==> src/rtl/psd_pkg.sv <==
package psd_pkg;

  typedef enum logic {PAIR_LO = 1'b0, PAIR_HI = 1'b1} pair_e;

  // A setting is usable when the program count is large enough and
  // covers the swallow count.
  function automatic bit cfg_ok(input int a, input int b, input int b_min);
    return (b >= b_min) && (b >= a);
  endfunction

  // Length in clocks of one prescaler cycle.
  function automatic int ps_modulus(input bit hi, input bit wide,
                                    input int p_lo, input int p_hi);
    return (hi ? p_hi : p_lo) + (wide ? 1 : 0);
  endfunction

  // Whole output period in clocks.
  function automatic int period_len(input bit hi, input int a, input int b,
                                    input int p_lo, input int p_hi);
    return (hi ? p_hi : p_lo) * b + a;
  endfunction

endpackage

==> src/rtl/psd_cfg_regs.sv <==
module psd_cfg_regs #(
  parameter int A_W   = 7,
  parameter int B_W   = 11,
  parameter int B_MIN = 3,
  parameter int RST_A = 0,
  parameter int RST_B = 3
) (
  input  logic           clk,
  input  logic           rst_n,
  input  logic           load,
  input  logic [A_W-1:0] a_in,
  input  logic [B_W-1:0] b_in,
  input  logic           hi_in,
  input  logic           period_end,
  output logic [A_W-1:0] act_a,
  output logic [B_W-1:0] act_b,
  output logic           act_hi,
  output logic           cfg_err
);
  import psd_pkg::*;

  logic [A_W-1:0] pend_a;
  logic [B_W-1:0] pend_b;
  logic           pend_hi;
  logic           pend_v;
  logic           in_ok;

  assign in_ok = cfg_ok(int'(a_in), int'(b_in), B_MIN);

  always_ff @(posedge clk or negedge rst_n) begin
    if (!rst_n) begin
      pend_a  <= A_W'(RST_A);
      pend_b  <= B_W'(RST_B);
      pend_hi <= PAIR_LO;
      pend_v  <= 1'b0;
      act_a   <= A_W'(RST_A);
      act_b   <= B_W'(RST_B);
      act_hi  <= PAIR_LO;
      cfg_err <= 1'b0;
    end else begin
      // boundary transfer first, so a same-cycle accepted load stays pending
      if (period_end && pend_v) begin
        act_a  <= pend_a;
        act_b  <= pend_b;
        act_hi <= pend_hi;
        pend_v <= 1'b0;
      end
      if (load) begin
        cfg_err <= ~in_ok;
        if (in_ok) begin
          pend_a  <= a_in;
          pend_b  <= b_in;
          pend_hi <= hi_in;
          pend_v  <= 1'b1;
        end
      end
    end
  end

endmodule

==> src/rtl/psd_prescaler.sv <==
module psd_prescaler #(
  parameter int P_LO = 64,
  parameter int P_HI = 128,
  localparam int PC_W = $clog2(P_HI + 1)
) (
  input  logic clk,
  input  logic rst_n,
  input  logic hi,
  input  logic wide,
  output logic ps_end
);
  import psd_pkg::*;

  logic [PC_W-1:0] pc;
  logic [PC_W-1:0] last_cnt;

  assign last_cnt = PC_W'(ps_modulus(hi, wide, P_LO, P_HI) - 1);
  assign ps_end   = (pc == last_cnt);

  always_ff @(posedge clk or negedge rst_n) begin
    if (!rst_n)      pc <= '0;
    else if (ps_end) pc <= '0;
    else             pc <= pc + 1'b1;
  end

endmodule

==> src/rtl/psd_swallow_ctrl.sv <==
module psd_swallow_ctrl #(
  parameter int A_W = 7,
  parameter int B_W = 11
) (
  input  logic           clk,
  input  logic           rst_n,
  input  logic           ps_end,
  input  logic [A_W-1:0] act_a,
  input  logic [B_W-1:0] act_b,
  output logic           wide,
  output logic           period_end
);
  // prescaler cycles completed in the current output period
  logic [B_W-1:0] tick;

  assign wide       = tick < {{(B_W-A_W){1'b0}}, act_a};
  assign period_end = ps_end && (tick == act_b - 1'b1);

  always_ff @(posedge clk or negedge rst_n) begin
    if (!rst_n)          tick <= '0;
    else if (period_end) tick <= '0;
    else if (ps_end)     tick <= tick + 1'b1;
  end

endmodule

==> src/rtl/pswallow_divider.sv <==
module pswallow_divider #(
  parameter int A_W   = 7,
  parameter int B_W   = 11,
  parameter int P_LO  = 64,
  parameter int P_HI  = 128,
  parameter int B_MIN = 3,
  parameter int RST_A = 0,
  parameter int RST_B = 3
) (
  input  logic           clk,
  input  logic           rst_n,
  input  logic           load,
  input  logic [A_W-1:0] a_in,
  input  logic [B_W-1:0] b_in,
  input  logic           pair_hi,
  output logic           div_pulse,
  output logic           cfg_err
);
  // named internal events, visible to the bound checker
  logic           ps_end;
  logic           wide;
  logic           period_end;
  logic [A_W-1:0] act_a;
  logic [B_W-1:0] act_b;
  logic           act_hi;

  psd_cfg_regs #(
    .A_W(A_W), .B_W(B_W), .B_MIN(B_MIN), .RST_A(RST_A), .RST_B(RST_B)
  ) cfg_i (
    .clk(clk), .rst_n(rst_n), .load(load), .a_in(a_in), .b_in(b_in),
    .hi_in(pair_hi), .period_end(period_end),
    .act_a(act_a), .act_b(act_b), .act_hi(act_hi), .cfg_err(cfg_err)
  );

  psd_prescaler #(.P_LO(P_LO), .P_HI(P_HI)) pre_i (
    .clk(clk), .rst_n(rst_n), .hi(act_hi), .wide(wide), .ps_end(ps_end)
  );

  psd_swallow_ctrl #(.A_W(A_W), .B_W(B_W)) swc_i (
    .clk(clk), .rst_n(rst_n), .ps_end(ps_end), .act_a(act_a), .act_b(act_b),
    .wide(wide), .period_end(period_end)
  );

  assign div_pulse = period_end;

endmodule

==> config.mk <==
export PLATFORM = sky130hd
export DESIGN_NAME = pswallow_divider
export DESIGN_NICKNAME = d
export VERILOG_FILES = /design/src/rtl/psd_pkg.sv /design/src/rtl/psd_cfg_regs.sv /design/src/rtl/psd_prescaler.sv /design/src/rtl/psd_swallow_ctrl.sv /design/src/rtl/pswallow_divider.sv
export SDC_FILE = /design/constraint.sdc
export NUM_CORES = 1
export LEC_CHECK = 0
export CAP_MARGIN = 20
export CORE_ASPECT_RATIO = 1.4
export CORE_UTILIZATION = 35
export CTS_CLUSTER_DIAMETER = 120
export DETAILED_ROUTE_END_ITERATION = 10
export PLACE_DENSITY = 0.5
export SLEW_MARGIN = 20
export SYNTH_ARGS = -nofsm -noshare
export SYNTH_HDL_FRONTEND = slang
export SYNTH_HIERARCHICAL = 1
export SYNTH_SLANG_ARGS = --single-unit
export TNS_END_PERCENT = 50
==> constraint.sdc <==
create_clock -name clk -period 7.25 [get_ports clk]
set_input_delay 2.175 -clock clk [delete_from_list [all_inputs] [get_ports clk]]
set_output_delay 2.175 -clock clk [all_outputs]
set_load 0.02 [all_outputs]
# [Word level (Yosys, flattened, before mapping)]
# Cells that the tools add are included.
[classes] n_addsub=5 n_lt_le_gt_ge=3 n_eq_ne=2 mux=8 n_bitwise=1 n_reduce_logical=5
[ops] op="$mux W11" n=2
[ops] op="$mux W8" n=2
[ops] op="$add A11 B1 Y11 const B" n=1
[ops] op="$eq A11 B11 Y1" n=1
[ops] op="$ge A11 B2 Y1 const B" n=1
[ops] op="$ge A11 B7 Y1" n=1
[ops] op="$lt A11 B7 Y1" n=1
[ops] op="$sub A11 B1 Y11 const B" n=1
[ops] op="$add A8 B1 Y8 const B" n=1
[ops] op="$add A8 B8 Y8" n=1
[ops] op="$eq A8 B8 Y1" n=1
[ops] op="$sub A8 B2 Y8 const B" n=1
[ops] op="$mux W1" n=4
[ops] op="$logic_and A1 B1 Y1" n=3
[ops] op="$reduce_and A2 Y1" n=1
[ops] op="$reduce_bool A2 Y1" n=1
[ops] op="$not A1 Y1" n=1
[word_totals] regBits=59 inputBits=22 output_inout_bits=2 word_cells=34

# [Depth between registers and ports, before layout]
# Gate-level depths: netlist of run 1.
[logic_depth] ltp_word=10 depth_mapped=18 mapped_depth_nobuf=16

# [Cells and area by module]
# Netlist of run 1, hierarchy kept.
[by_module_without_submodules] mod="psd_cfg_regs" n_inst=1 cells_each=118 area_per_inst_um2=1721.7 seq_area_each_um2=1006.0
[by_module_without_submodules] mod="psd_swallow_ctrl" n_inst=1 cells_each=130 area_per_inst_um2=1088.5 seq_area_each_um2=275.3
[by_module_without_submodules] mod="psd_prescaler" n_inst=1 cells_each=40 area_per_inst_um2=452.9 seq_area_each_um2=200.2

# [Least setup slack after synthesis of run 1]
# Ideal clock, no wire load.
[synth_path] path_type="reg2out" from="register swc_i.tick[1]" to="output div_pulse" arrival_ns=3.423 required_ns=5.075 setup_slack_ns=1.652 stages_incl_launch_ff=14 n_path_buf=1 cell_sequence="dfrtp_1 > ha_1 > a21o_1 > a21o_1 > a21o_1 > a21o_1 > a31oi_1 > or3b_1 > a211oi_4 > and2_1 > nand3_1 > a2111oi_2 > o211a_1 > buf_6"
[synth_between] elab_chain_cells=6 word_cells_on_any_way=7 cone_classes="add/sub (2); order compare (1); eq/ne (2); mux (1); reduce/logical (1)"
[synth_lines] item="start: declaration" line_no="psd_swallow_ctrl.sv:14" source="logic [B_W-1:0] tick;"
[synth_lines] item="start signal: assignment" line_no="psd_swallow_ctrl.sv:22" source="else if (ps_end) tick <= tick + 1'b1;"
[synth_lines] item="$lt A11 B7 Y1" line_no="psd_swallow_ctrl.sv:16" source="assign wide = tick < {{(B_W-A_W){1'b0}}, act_a};"
[synth_lines] item="net wide" line_no="pswallow_divider.sv:21" source="logic wide;"
[synth_lines] item="$mux W1" line_no="psd_pkg.sv:14" source="return (hi ? p_hi : p_lo) + (wide ? 1 : 0);"
[synth_lines] item="$add A8 B8 Y8" line_no="psd_pkg.sv:14"
[synth_lines] item="$sub A8 B2 Y8" line_no="psd_prescaler.sv:17" source="assign last_cnt = PC_W'(ps_modulus(hi, wide, P_LO, P_HI) - 1);"
[synth_lines] item="$eq A8 B8 Y1" line_no="psd_prescaler.sv:18" source="assign ps_end = (pc == last_cnt);"
[synth_lines] item="net ps_end" line_no="pswallow_divider.sv:20" source="logic ps_end;"
[synth_lines] item="$logic_and A1 B1 Y1" line_no="psd_swallow_ctrl.sv:17" source="assign period_end = ps_end && (tick == act_b - 1'b1);"
[synth_lines] item="end: declaration" line_no="pswallow_divider.sv:16" source="output logic div_pulse,"
# The timed path passes the listed nets, and every way through them passes these cells.

# [Worst setup path in the final report of run 1]
# Same ends and word-level chain as after synthesis.

==> results.md, run 1 <==
* Via count of the first global-routing pass at 2,249
* Worst min-delay path category: reg -> reg
* Hold violation total from the final report at 0
* Number of hold buffers added after CTS at 0
* Max Slew Vio Count at 0
* Detailed-routing iteration count for the pre-antenna-repair pass at 5
* Layout cell share with drive strength beyond 1 at 19.44%
* Input/output buffers at 23
* Number of clock sinks seen by CTS at 59
* Largest net degree at the start of global routing at 60
* Maximum level of the CTS H-tree at 3
* Number of instances in the placed design at 415
* Die Outline Area at 9719 um2
* Fraction of power spent switching nets at 22.63%
* Critical path peak fanout at 7
* Kind of end point of the critical path: output port
* Leading cell type by number of instances after synthesis: sky130_fd_sc_hd__dfrtp_1
* Combinational power share at 6.3%
* Worst setup skew after layout at 0.004133 ns
* Share of synthesized area occupied by flip-flops and latches at 45.40%
* Wire length of the first global-routing pass at 11,140 um
* Average routed wire per standard cell at 14.54 um
* HPWL after detailed placement at 4615 um
* Initial cell density of the core at 36.14%
* Switching component of the power at 0.0001783 W
* Total gr overflow at 0
* Library cells used by synthesis at 52
* Die outline height at 116.2 um
* Avg Vias per Cell at 5.088
* Detailed router's first-iteration violation count at 78
* Slowest CP cell: sky130_fd_sc_hd__clkdlybuf4s50_1
* Peak supply drop at 0.1102 mV
* Nets@finish at 358
* Run status: completed
* Crit start category: flip-flop
* Number of design rule violations left after detail routing at 0
* Resized cells post-CTS at 0
* Internal power at 0.0006096 W
* Setup TNS at 0 ns
* Mapped Avg Cell Area at 11.33 um2
* Count of placed standard cells in the final layout, fillers left out at 431
* Clk buf depth at 2
* Final period demand of the worst path at 6.743 ns
* Max stage delay on crit path at 0.61 ns
* Mapped Area at 3263 um2
* Final Wtd Congestion at 0.7642
* Final count of negative-setup-slack endpoints at 0
* Number of placed I/O pins at 24
* Routed wire length at 6265 um
* Post-synth ARST share at 100.0%
* Fillers at 889
* P&R area growth vs syn at 19.02%
* Flop pwr share at 44.3%
* Post-route clock period utilization at 93.00%
* Detail Route Antenna Nets at 0
* Multi-input logic area at 1680 um2
* Yosys warning total at 6
* Number of buffer and inverter instances along the worst setup path at 1
* Horiz. Die Dim at 83.61 um
* Number of standard cells after synthesis at 288
* Number of enable-type register cells in the synthesized netlist at 0
* Placeable Area at 9029 um2
* Clock slew at reported path FFs at 0.05 ns
* Crit Path Category: reg -> out
* Initial antenna violation count at 0
* Maximum clock frequency at 148.3 MHz
* Placement row count at 41
* Relative slew slack at 45.84%
* Setup repair after global routing missed its margin: false
* Number of setup buffers added after CTS at 0
* Transition time at the pin with the least slew margin at 0.8104 ns
* Clock tree from TritonCTS: yes
* Req. time, crit path at 5.08 ns
* Worst-path cell chain: ha_1 > a21o_1 > a21o_1 > a21o_1 > a21o_1 > a31oi_1 > ha_1 > xor2_1 > a211oi_4 > and2_1 > nand3_1 > a2111oi_2 > o211a_1 > clkdlybuf4s50_1
* Number of buffers inserted during clock tree synthesis at 9
* Max capacitance violation total at 0
* Leading cell types by total area after synthesis: sky130_fd_sc_hd__dfrtp_1, sky130_fd_sc_hd__mux2_2, sky130_fd_sc_hd__ha_1, sky130_fd_sc_hd__mux2_4, sky130_fd_sc_hd__xor2_1
* Number of vias after detailed routing at 2,193
* Overall Global Routing Usage at 14.75%
* Share of the synthesized area in the top cell type at 42.18%
* Insertion delay of the later-clocked pin in the worst-skew pair at 0.32 ns
* Primary flip-flop cell chosen by synthesis mapping: sky130_fd_sc_hd__dfrtp_1
* Commonest cells in the netlist: sky130_fd_sc_hd__dfrtp_1, sky130_fd_sc_hd__nor2_1, sky130_fd_sc_hd__mux2_2
* Mapped Nets at 327
* Power Dens Cells at 202.9 nW/um2
* Number of antenna cells inserted at 0
* P_leak at 1.784 nW
* Critical path arrival at 4.57 ns
* Worst slack on hold paths at 0.4813 ns
* Cell family with most CP delay: compound AO/OA/AOI/OAI gates
* CP dominant cell by count: sky130_fd_sc_hd__a21o_1
* Post-synth top area cell: sky130_fd_sc_hd__dfrtp_1
* Count of state elements after synthesis at 59
* Cell chosen for the clock root: sky130_fd_sc_hd__clkbuf_16
* Footprint of the flip-flops and latches at 1481 um2
* Part of the total power dissipated in the clock network at 49.4%
==> final timing paths <==
kind	cells after the start	endpoint	startpoint	slack, ns
min in group asynchronous	2	pre_i/pc[2]	rst_n	2.01
max in group asynchronous	2	cfg_i/pend_b[5]	rst_n	4.76
setup / recovery	14	div_pulse	swc_i/tick[1]	0.51
setup reg to reg	16	cfg_i/act_hi	swc_i/tick[1]	2.31
hold / removal	1	cfg_i/pend_a[5]	cfg_i/pend_a[5]	0.48
hold reg to reg	1	cfg_i/pend_a[5]	cfg_i/pend_a[5]	0.48
==> metal layers <==
| metal | global-route usage (%) | wire, um | share of wire (%) | up-vias |
|---|---|---|---|---|
| li1 | - | - | - | 1085 |
| met1 | 18.14 | 2849 | 45 | 1073 |
| met2 | 24.77 | 3162 | 50 | 26 |
| met3 | 3.180 | 132 | 2.1 | 9 |
| met4 | 7.119 | 121 | 1.9 | 0 |
| met5 | 0 | 0 | 0 | - |
==> cells in the final DEF, fill, tap and decap left out, types with 3 or more instances in the layout <==
master and count:
sky130_fd_sc_hd__ha_1 17, sky130_fd_sc_hd__clkbuf_16 9, sky130_fd_sc_hd__dfstp_2 4, sky130_fd_sc_hd__nand4_1 5
sky130_fd_sc_hd__nor2_1 23, sky130_fd_sc_hd__clkinvlp_4 3, sky130_fd_sc_hd__mux2_1 8, sky130_fd_sc_hd__clkdlybuf4s50_1 22
sky130_fd_sc_hd__mux2_4 9, sky130_fd_sc_hd__nand2_1 16, sky130_fd_sc_hd__nand3_1 13, sky130_fd_sc_hd__nand2b_1 6
sky130_fd_sc_hd__o21ai_0 6, sky130_fd_sc_hd__nor4_1 3, sky130_fd_sc_hd__a21o_1 4, sky130_fd_sc_hd__dfrtp_1 55
sky130_fd_sc_hd__xnor2_1 10, sky130_fd_sc_hd__mux2_2 21, sky130_fd_sc_hd__nand3b_1 3, sky130_fd_sc_hd__a21oi_1 10
sky130_fd_sc_hd__xor2_1 15, sky130_fd_sc_hd__inv_1 18
==> registers in the layout, indices dropped and copies added, names as in the netlist, 7 cells and up <==
register      count
pre_i/pc          8
swc_i/tick       11
cfg_i/act_a       7
cfg_i/act_b      11
cfg_i/pend_b     11
cfg_i/pend_a      7
==> power by group through the flow <==
| stage | Clock [W] | Sequential [W] | Combinational [W] |
|---|---|---|---|
| after floorplan | 0 | 0.000353 | 0.0000253 |
| after global placement | 0 | 0.000355 | 0.0000502 |
| after detailed placement | 0 | 0.000355 | 0.0000511 |
| after CTS | 0.000400 | 0.000350 | 0.0000512 |
| after global routing | 0.000415 | 0.000351 | 0.0000561 |
| final | 0.000389 | 0.000349 | 0.0000496 |
==> stage by stage <==
stage | utilization, % | setup WS (ns) | total power, W | instance area, um2
final | 43.02 | 0.5073 | 0.0007878 | 3884
after global routing | 43.02 | 0.1799 | 0.0008222 | 3884
after CTS | 43.02 | 0.4656 | 0.0008004 | 3884
after detailed placement | 39.91 | 0.8172 | 0.0004063 | 3603
after global placement | 39.91 | 0.8802 | 0.0004051 | 3603
after floorplan | - | 1.652 | 0.0003783 | 3263
==> worst register-to-register path, cell delays in order, from the launching register on <==
cell and delay [ns]:
sky130_fd_sc_hd__dfrtp_1 0.43, sky130_fd_sc_hd__ha_1 0.29, sky130_fd_sc_hd__a21o_1 0.15, sky130_fd_sc_hd__a21o_1 0.16, sky130_fd_sc_hd__a21o_1 0.16, sky130_fd_sc_hd__a21o_1 0.17
sky130_fd_sc_hd__a31oi_1 0.44, sky130_fd_sc_hd__ha_1 0.33, sky130_fd_sc_hd__xor2_1 0.17, sky130_fd_sc_hd__a211oi_4 0.30, sky130_fd_sc_hd__and2_1 0.31, sky130_fd_sc_hd__nand3_1 0.13
sky130_fd_sc_hd__a2111oi_2 0.35, sky130_fd_sc_hd__o211a_1 0.25, sky130_fd_sc_hd__buf_4 0.21, sky130_fd_sc_hd__nand2_1 0.50, sky130_fd_sc_hd__mux2_2 0.47
==> final cells by class <==
type | count | area share (%)
multi-input combinational | 206 | 43.27
sequential | 59 | 38.14
tap | 107 | 3.447
timing repair buffer | 25 | 6.186
inverter | 18 | 1.740
clock inverter | 6 | 1.063
clock buffer | 10 | 6.153
==> logic make-up after synthesis <==
kind of cell	Yosys count	share of synthesized area (%)
compound gates	37	8.359
flops	59	45.40
fa+ha+maj	17	6.518
buf+inv	23	3.106
simple gates	88	15.45
xor+xnor	25	6.710
mux	39	14.46
(Power assumes the default switching activity.)
==> run 2: changes to the inputs <==
ABC_CLOCK_PERIOD_IN_PS = 7250   (was default)
SYNTH_HIERARCHICAL = default   (was 1)
==> results.md, run 2 <==
* Compound-cell area share of the yosys netlist at 9.342% (was 8.359%)
* Startpoint of the lowest-slack hold path: pre_i.pc[5] (was cfg_i/pend_a[5])
* Overall Global Routing Usage at 15.87% (was 14.75%)
* Maximum clock frequency at 167.8 MHz (was 148.3 MHz)
* Initial antenna violation count at 0 (unchanged)
* P&R area growth vs syn at 20.08% (was 19.02%)
* Number of design rule violations left after detail routing at 0 (unchanged)
* Multi-input logic area at 1718 um2 (was 1680 um2)
* Via count of the first global-routing pass at 2,350 (was 2,249)
* Commonest non-fill, non-tap cell in the layout: sky130_fd_sc_hd__dfrtp_1 (unchanged)
* Placement row count at 41 (unchanged)
* Crit Path Category: reg -> out (unchanged)
* P_leak at 1.858 nW (was 1.784 nW)
* Worst slack on hold paths at 0.4877 ns (was 0.4813 ns)
* Flop pwr share at 39.3% (was 44.3%)
* Fraction of power spent switching nets at 19.79% (was 22.63%)
* Max stage delay on crit path at 0.65 ns (was 0.61 ns)
* Transition time at the pin with the least slew margin at 0.7631 ns (was 0.8104 ns)
* Largest regs: cfg_i.act_b x11, cfg_i.pend_b x11, swc_i.tick x11 (was cfg_i/act_b x11, cfg_i/pend_b x11, swc_i/tick x11)
* Final Wtd Congestion at 0.7920 (was 0.7642)
* Largest net degree at the start of global routing at 60 (unchanged)
* Post-synth top area cell: sky130_fd_sc_hd__dfrtp_1 (unchanged)
* Max capacitance violation total at 0 (unchanged)
* Hold violation total from the final report at 0 (unchanged)
* Commonest cells in the netlist: sky130_fd_sc_hd__dfrtp_1, sky130_fd_sc_hd__mux2_2, sky130_fd_sc_hd__ha_1, sky130_fd_sc_hd__inv_1, sky130_fd_sc_hd__nor2_1 (was sky130_fd_sc_hd__dfrtp_1, sky130_fd_sc_hd__nor2_1, sky130_fd_sc_hd__mux2_2)
* Share of synthesized area occupied by flip-flops and latches at 44.78% (was 45.40%)
* Die outline height at 117.0 um (was 116.2 um)
* Die Outline Area at 9850 um2 (was 9719 um2)
* Total gr overflow at 0 (unchanged)
* End of the worst register-to-register path: cfg_i.act_b[7] (was cfg_i/act_hi)
* Number of instances in the placed design at 418 (was 415)
* Horiz. Die Dim at 84.17 um (was 83.61 um)
* Clock slew at reported path FFs at 0.05 ns (about the same)
* Avg Vias per Cell at 5.233 (was 5.088)
* Maximum level of the CTS H-tree at 3 (unchanged)
* Critical path peak fanout at 9 (was 7)
* Setup repair after global routing missed its margin: false (unchanged)
* Library cells used by synthesis at 46 (was 52)
* Number of hold buffers added after CTS at 0 (unchanged)
* Routed wire length at 6859 um (was 6265 um)
* Cell chosen for the clock root: sky130_fd_sc_hd__clkbuf_16 (unchanged)
* Final period demand of the worst path at 5.960 ns (was 6.743 ns)
* Final count of negative-setup-slack endpoints at 0 (unchanged)
* Detailed router's first-iteration violation count at 85 (was 78)
* Placeable Area at 9080 um2 (was 9029 um2)
* Count of placed standard cells in the final layout, fillers left out at 434 (was 431)
* Slowest CP cell: sky130_fd_sc_hd__clkdlybuf4s50_1 (unchanged)
* Switching component of the power at 0.0001758 W (was 0.0001783 W)
* Average routed wire per standard cell at 15.80 um (was 14.54 um)
* CP dominant cell by count: sky130_fd_sc_hd__ha_1 (was sky130_fd_sc_hd__a21o_1)
* Nets@finish at 361 (was 358)
* Mapped Area at 3308 um2 (was 3263 um2)
* Peak supply drop at 0.1508 mV (was 0.1102 mV)
* Number of placed I/O pins at 24 (unchanged)
* Number of standard cells after synthesis at 296 (was 288)
* Reg-to-reg setup timing slack at 3.44 ns (was 2.31 ns)
* HPWL after detailed placement at 4987 um (was 4615 um)
* Critical path arrival at 3.79 ns (was 4.57 ns)
* Post-synth ARST share at 100.0% (unchanged)
* Crit start category: flip-flop (unchanged)
* Relative slew slack at 49.13% (was 45.84%)
* Number of setup buffers added after CTS at 0 (unchanged)
* Fillers at 869 (was 889)
* Clock tree from TritonCTS: yes (unchanged)
* Cell family with most CP delay: compound AO/OA/AOI/OAI gates (unchanged)
* Share of the synthesized area in the top cell type at 41.60% (was 42.18%)
* Mapped Nets at 335 (was 327)
* Adder and majority cell fraction of the synthesized area at 6.430% (was 6.518%)
* Worst-path cell chain: ha_1 > a21oi_1 > o21ai_0 > a311o_1 > nand2_1 > ha_1 > xor2_1 > nor2_1 > nand3_1 > a21o_1 > and2_1 > nor3b_1 > clkdlybuf4s50_1 (was ha_1 > a21o_1 > a21o_1 > a21o_1 > a21o_1 > a31oi_1 > ha_1 > xor2_1 > a211oi_4 > and2_1 > nand3_1 > a2111oi_2 > o211a_1 > clkdlybuf4s50_1)
* Hold endpoint: pre_i.pc[5] (was cfg_i/pend_a[5])
* Power Dens Cells at 223.6 nW/um2 (was 202.9 nW/um2)
* Number of antenna cells inserted at 0 (unchanged)
* Insertion delay of the later-clocked pin in the worst-skew pair at 0.33 ns (was 0.32 ns)
* Req. time, crit path at 5.08 ns (about the same)
* Number of clock sinks seen by CTS at 59 (unchanged)
* Kind of end point of the critical path: output port (unchanged)
* Worst setup skew after layout at 0.003695 ns (was 0.004133 ns)
* Number of vias after detailed routing at 2,271 (was 2,193)
* Count of state elements after synthesis at 59 (unchanged)
* Part of the total power dissipated in the clock network at 55.5% (was 49.4%)
* Worst min-delay path category: reg -> reg (unchanged)
* Detail Route Antenna Nets at 0 (unchanged)
* Run status: completed (unchanged)
* Yosys warning total at 0 (was 6)
* Max Slew Vio Count at 0 (unchanged)
* Combinational power share at 5.2% (was 6.3%)
* Number of enable-type register cells in the synthesized netlist at 0 (unchanged)
* Setup TNS at 0 ns (unchanged)
* Detailed-routing iteration count for the pre-antenna-repair pass at 4 (was 5)
* Internal power at 0.0007125 W (was 0.0006096 W)
* Area share of and/or/nand/nor cells after synthesis at 15.13% (was 15.45%)
* Resized cells post-CTS at 0 (unchanged)
* Footprint of the flip-flops and latches at 1481 um2 (unchanged)
* Leading cell types by total area after synthesis: sky130_fd_sc_hd__dfrtp_1, sky130_fd_sc_hd__mux2_2, sky130_fd_sc_hd__ha_1, sky130_fd_sc_hd__mux2_4, sky130_fd_sc_hd__dfstp_2 (was sky130_fd_sc_hd__dfrtp_1, sky130_fd_sc_hd__mux2_2, sky130_fd_sc_hd__ha_1, sky130_fd_sc_hd__mux2_4, sky130_fd_sc_hd__xor2_1)
* Leading cell type by number of instances after synthesis: sky130_fd_sc_hd__dfrtp_1 (unchanged)
* Share of the synthesized netlist area taken by xor and xnor gates at 6.089% (was 6.710%)
* Depth of the worst register-to-register path at 13 (was 16)
* Input/output buffers at 23 (unchanged)
* Wire length of the first global-routing pass at 11,760 um (was 11,140 um)
* Post-route clock period utilization at 82.21% (was 93.00%)
* Primary flip-flop cell chosen by synthesis mapping: sky130_fd_sc_hd__dfrtp_1 (unchanged)
* Share of synthesized area spent on multiplexers at 14.71% (was 14.46%)
* Mapped Avg Cell Area at 11.18 um2 (was 11.33 um2)
* Combinational family with the most area after synthesis: simple AND/OR/NAND/NOR gates (unchanged)
* Initial cell density of the core at 36.43% (was 36.14%)
* Number of buffers inserted during clock tree synthesis at 9 (unchanged)
* Overall power after layout at 0.0008883 W (was 0.0007878 W)
* Commonest cells after routing, fill and taps aside: sky130_fd_sc_hd__dfrtp_1, sky130_fd_sc_hd__mux2_2, sky130_fd_sc_hd__clkdlybuf4s50_1 (was sky130_fd_sc_hd__dfrtp_1, sky130_fd_sc_hd__nor2_1, sky130_fd_sc_hd__clkdlybuf4s50_1)
* Launch instance of the worst register-to-register path: swc_i.tick[2] (was swc_i/tick[1])
* Clk buf depth at 2 (unchanged)
* Hold path depth at 1 (unchanged)
* Layout cell share with drive strength beyond 1 at 21.41% (was 19.44%)
* Number of buffer and inverter instances along the worst setup path at 1 (unchanged)
-- run 2: cell types whose count changed after synthesis, moves of 4 or more --
cell | previous run | this run
sky130_fd_sc_hd__and3_1 | 1 | 10
sky130_fd_sc_hd__a22o_1 | 0 | 8
sky130_fd_sc_hd__mux2_1 | 8 | 0
sky130_fd_sc_hd__mux2_2 | 21 | 29
sky130_fd_sc_hd__nor2b_1 | 1 | 9
sky130_fd_sc_hd__o21ai_0 | 6 | 13
sky130_fd_sc_hd__nor2_1 | 23 | 17
sky130_fd_sc_hd__nand2_1 | 16 | 12
sky130_fd_sc_hd__xor2_1 | 15 | 11
-- run 2: final cells by class --
type | instances | share of cell area, %
multi-input cells | 211 | 43.24
flip-flops and latches | 59 | 37.29
clock buffers | 11 | 6.110
repair buffers | 24 | 5.858
well taps | 107 | 3.370
clock inverters | 5 | 2.520
inverters | 17 | 1.606
-- run 2: stage by stage --
| step | setup WS [ns] | utilization [%] | area (um2) |
|---|---|---|---|
| global route | 1.021 | 43.75 | 3973 |
| finish | 1.290 | 43.75 | 3973 |
| global placement | 1.713 | 39.92 | 3625 |
| floorplan | 2.256 | - | 3308 |
| CTS | 1.238 | 43.70 | 3968 |
| detailed placement | 1.616 | 39.92 | 3625 |
-- run 2: power by group through the flow --
| stage | registers, W | logic, W | clock network [W] |
|---|---|---|---|
| 5_1_grt | 0.000351 | 0.0000522 | 0.000516 |
| 4_1_cts | 0.000349 | 0.0000479 | 0.000502 |
| 2_1_floorplan | 0.000353 | 0.0000217 | 0 |
| 6_report | 0.000349 | 0.0000466 | 0.000493 |
| 3_5_place_dp | 0.000355 | 0.0000477 | 0 |
| 3_3_place_gp | 0.000355 | 0.0000468 | 0 |
-- run 2: kinds of logic after synthesis --
logic type,after synthesis
adder cells (fa/ha/maj),17
buffers and inverters,26
multiplexers,40
XOR/XNOR,23
AND/OR/NAND/NOR,85
flip-flops,59
AO/OA/AOI/OAI,46
-- run 2: worst max-delay path by stage --
stage	startpoint	cells past startpoint	end
floorplan	swc_i.tick[2]	12	div_pulse
global placement	swc_i.tick[2]	13	div_pulse
detailed placement	swc_i.tick[2]	13	div_pulse
CTS	swc_i.tick[2]	13	div_pulse
global route	swc_i.tick[2]	13	div_pulse
finish	swc_i.tick[2]	13	div_pulse
-- run 2: worst reg2reg max path: stages, from the launching register on --
cell                      delay [ns]
sky130_fd_sc_hd__dfrtp_1        0.46
sky130_fd_sc_hd__ha_1           0.33
sky130_fd_sc_hd__a21oi_1        0.15
sky130_fd_sc_hd__o21ai_0        0.11
sky130_fd_sc_hd__a311o_1        0.41
sky130_fd_sc_hd__nand2_1        0.08
sky130_fd_sc_hd__ha_1           0.23
sky130_fd_sc_hd__xor2_1         0.16
sky130_fd_sc_hd__nor2_1         0.13
sky130_fd_sc_hd__nand3_1        0.09
sky130_fd_sc_hd__a21o_1         0.19
sky130_fd_sc_hd__nand2_1        0.50
sky130_fd_sc_hd__nand3_4        0.44
sky130_fd_sc_hd__mux2_4         0.43
-- run 2: layer usage --
| layer | part of all wire (%) | GRT usage [%] | wire length, um | up-vias |
|---|---|---|---|---|
| met1 | 44 | 18.24 | 2995 | 1118 |
| met2 | 52 | 28.52 | 3545 | 33 |
| met5 | 0 | 0 | 0 | - |
| met3 | 2.4 | 3.156 | 166 | 10 |
| met4 | 2.2 | 7.586 | 152 | 0 |
| li1 | - | - | - | 1110 |
==> run 3: changes to the inputs <==
ABC_CLOCK_PERIOD_IN_PS = 5000   (was 7250)
PLACE_DENSITY = 0.52   (was 0.5)
clock period = 5 ns   (was 7.25 ns; I/O delays follow)
==> results.md, run 3 (same netlist as run 2, synthesis figures left out) <==
* Run status: completed (unchanged)
* Post-route clock period utilization at 93.03%
* Slowest CP cell: sky130_fd_sc_hd__dfrtp_1 (was sky130_fd_sc_hd__clkdlybuf4s50_1)
* Peak supply drop at 0.2063 mV (was 0.1508 mV)
* Final period demand of the worst path at 4.652 ns
* Worst min-delay path category: reg -> reg (unchanged)
* Flop pwr share at 45.3% (was 39.3%)
* Nets@finish at 368 (was 361)
* Layout cell share with drive strength beyond 1 at 23.05% (was 21.41%)
* Internal power at 0.0008808 W (was 0.0007125 W)
* Maximum level of the CTS H-tree at 3 (unchanged)
* HPWL after detailed placement at 5097 um (was 4987 um)
* Max stage delay on crit path at 0.44 ns (was 0.65 ns)
* Placement row count at 41 (unchanged)
* Largest regs: cfg_i.act_b x11, cfg_i.pend_b x11, swc_i.tick x11 (unchanged)
* Overall Global Routing Usage at 15.64% (was 15.87%)
* Commonest cells after routing, fill and taps aside: sky130_fd_sc_hd__dfrtp_1, sky130_fd_sc_hd__mux2_2, sky130_fd_sc_hd__clkdlybuf4s50_1 (unchanged)
* Count of placed standard cells in the final layout, fillers left out at 441 (was 434)
* Setup repair after global routing missed its margin: false (unchanged)
* Wire length of the first global-routing pass at 11,620 um (was 11,760 um)
* Req. time, crit path at 3.50 ns (was 5.08 ns)
* Die Outline Area at 9850 um2 (unchanged)
* Routed wire length at 6807 um (was 6859 um)
* Largest net degree at the start of global routing at 32 (was 60)
* Placeable Area at 9080 um2 (unchanged)
* Clk buf depth at 2 (unchanged)
* Maximum clock frequency at 215.0 MHz
* Clock tree from TritonCTS: yes (unchanged)
* Hold violation total from the final report at 0 (unchanged)
* Horiz. Die Dim at 84.17 um (unchanged)
* Startpoint of the lowest-slack hold path: cfg_i.pend_b[3] (was pre_i.pc[5])
* Number of clock sinks seen by CTS at 59 (unchanged)
* Number of design rule violations left after detail routing at 0 (unchanged)
* Worst-path cell chain: ha_1 > a211o_1 > a311o_1 > nand2_1 > ha_1 > xor2_1 > nor2_1 > nand3_1 > a21o_1 > and2_1 > nor3b_2 > clkbuf_2 (was ha_1 > a21oi_1 > o21ai_0 > a311o_1 > nand2_1 > ha_1 > xor2_1 > nor2_1 > nand3_1 > a21o_1 > and2_1 > nor3b_1 > clkdlybuf4s50_1)
* Number of buffers inserted during clock tree synthesis at 9 (unchanged)
* Kind of end point of the critical path: output port (unchanged)
* Commonest non-fill, non-tap cell in the layout: sky130_fd_sc_hd__dfrtp_1 (unchanged)
* Part of the total power dissipated in the clock network at 48.7% (was 55.5%)
* Cell chosen for the clock root: sky130_fd_sc_hd__clkbuf_16 (unchanged)
* Total gr overflow at 0 (unchanged)
* Max capacitance violation total at 0 (unchanged)
* Number of placed I/O pins at 24 (unchanged)
* Worst setup skew after layout at 0.004468 ns (was 0.003695 ns)
* Final Wtd Congestion at 0.7114 (was 0.7920)
* Clock slew at reported path FFs at 0.05 ns (about the same)
* Launch instance of the worst register-to-register path: swc_i.tick[4] (was swc_i.tick[2])
* Number of instances in the placed design at 425 (was 418)
* Final count of negative-setup-slack endpoints at 0 (unchanged)
* Avg Vias per Cell at 5.138 (was 5.233)
* Initial antenna violation count at 0 (unchanged)
* Input/output buffers at 23 (unchanged)
* Number of antenna cells inserted at 0 (unchanged)
* Number of vias after detailed routing at 2,266 (was 2,271)
* Via count of the first global-routing pass at 2,338 (was 2,350)
* Number of buffer and inverter instances along the worst setup path at 1 (unchanged)
* Transition time at the pin with the least slew margin at 0.6611 ns (was 0.7631 ns)
* Fraction of power spent switching nets at 21.24% (was 19.79%)
* Insertion delay of the later-clocked pin in the worst-skew pair at 0.32 ns (was 0.33 ns)
* Power Dens Cells at 283.3 nW/um2 (was 223.6 nW/um2)
* Max Slew Vio Count at 0 (unchanged)
* P_leak at 1.860 nW (was 1.858 nW)
* Relative slew slack at 55.93% (was 49.13%)
* Detail Route Antenna Nets at 0 (unchanged)
* Crit start category: flip-flop (unchanged)
* Initial cell density of the core at 36.43% (unchanged)
* Cell family with most CP delay: compound AO/OA/AOI/OAI gates (unchanged)
* Detailed router's first-iteration violation count at 71 (was 85)
* Die outline height at 117.0 um (unchanged)
* Critical path peak fanout at 6 (was 9)
* Detailed-routing iteration count for the pre-antenna-repair pass at 4 (unchanged)
* Average routed wire per standard cell at 15.44 um (was 15.80 um)
* Critical path arrival at 3.15 ns (was 3.79 ns)
* Reg-to-reg setup timing slack at 1.30 ns (was 3.44 ns)
* CP dominant cell by count: sky130_fd_sc_hd__ha_1 (unchanged)
* Setup TNS at 0 ns (unchanged)
* Crit. Startpoint: swc_i.tick[4] (was swc_i.tick[2])
* Crit Path Category: reg -> out (unchanged)
* P&R area growth vs syn at 19.33% (was 20.08%)
* Switching component of the power at 0.0002375 W (was 0.0001758 W)
* Utilization of the core after routing at 43.48% (was 43.75%)
* Combinational power share at 6.0% (was 5.2%)
-- run 3: cell types whose count changed in the layout (fill, tap and decap cells not counted) --
cell and delta:
sky130_fd_sc_hd__buf_4 +7, sky130_fd_sc_hd__clkinv_2 +1, sky130_fd_sc_hd__clkdlybuf4s50_1 -1, sky130_fd_sc_hd__clkbuf_2 +1, sky130_fd_sc_hd__bufinv_16 -3, sky130_fd_sc_hd__nor3b_1 -1, sky130_fd_sc_hd__clkbuf_1 +2, sky130_fd_sc_hd__nor3b_2 +1
-- run 3: worst register-to-register path, delay by kind of cell, from the launching register on --
family | cells | cell delay, ns
compound gates | 3 | 0.81
simple gates | 5 | 1.20
mux | 1 | 0.42
fa+ha+maj | 2 | 0.55
flops | 1 | 0.44
xor+xnor | 1 | 0.16
-- run 3: final cells by class --
cell class	instances	area (um2)
fillers	851	5132
multi-input cells	211	1723
flip-flops and latches	59	1481
repair buffers	31	280.3
clock buffers	13	250.2
well taps	107	133.9
inverters	17	63.81
clock inverters	3	15.01
-- run 3: power by group through the flow --
stage	registers, W	clock network (W)	logic (W)
floorplan	0.000512	0	0.0000315
global placement	0.000514	0	0.0000677
detailed placement	0.000515	0	0.0000689
CTS	0.000507	0.000562	0.0000690
global route	0.000509	0.000578	0.0000759
finish	0.000507	0.000544	0.0000671
-- run 3: through the flow --
step	total power (W)	hold slack [ns]	cell area (um2)	setup slack [ns]
after global placement	0.0005820	0.4785	3677	0.2307
after floorplan	0.0005437	0.4596	3308	0.6814
after CTS	0.001138	0.4982	3941	0.09162
final	0.001118	0.4950	3948	0.3483
after global routing	0.001163	0.5121	3948	0.1012
after detailed placement	0.0005840	0.4862	3677	0.1640
-- run 3: worst paths after layout --
path,endpoint,depth (start not counted)
setup / recovery,div_pulse,12
hold / removal,cfg_i.act_b[3],1
setup reg to reg,cfg_i.act_b[8],12
hold reg to reg,cfg_i.act_b[3],1
max in group asynchronous,cfg_i.pend_b[0],2
min in group asynchronous,pre_i.pc[7],1
-- run 3: metal layers --
layer | share of wire (%) | vias up | GRT usage [%]
li1 | - | 1122 | -
met2 | 52 | 31 | 27.92
met3 | 2.3 | 13 | 3.366
met4 | 2.4 | 0 | 7.816
met5 | 0 | - | 0
met1 | 43 | 1100 | 17.85
-- run 3: what timing repair did --
| action | in CTS | in global routing |
|---|---|---|
| hold buffers | 0 | 0 |
| setup endpoints to repair | 1 | 1 |
| resized for setup | 1 | 4 |
| buffers inserted | 0 | 0 |
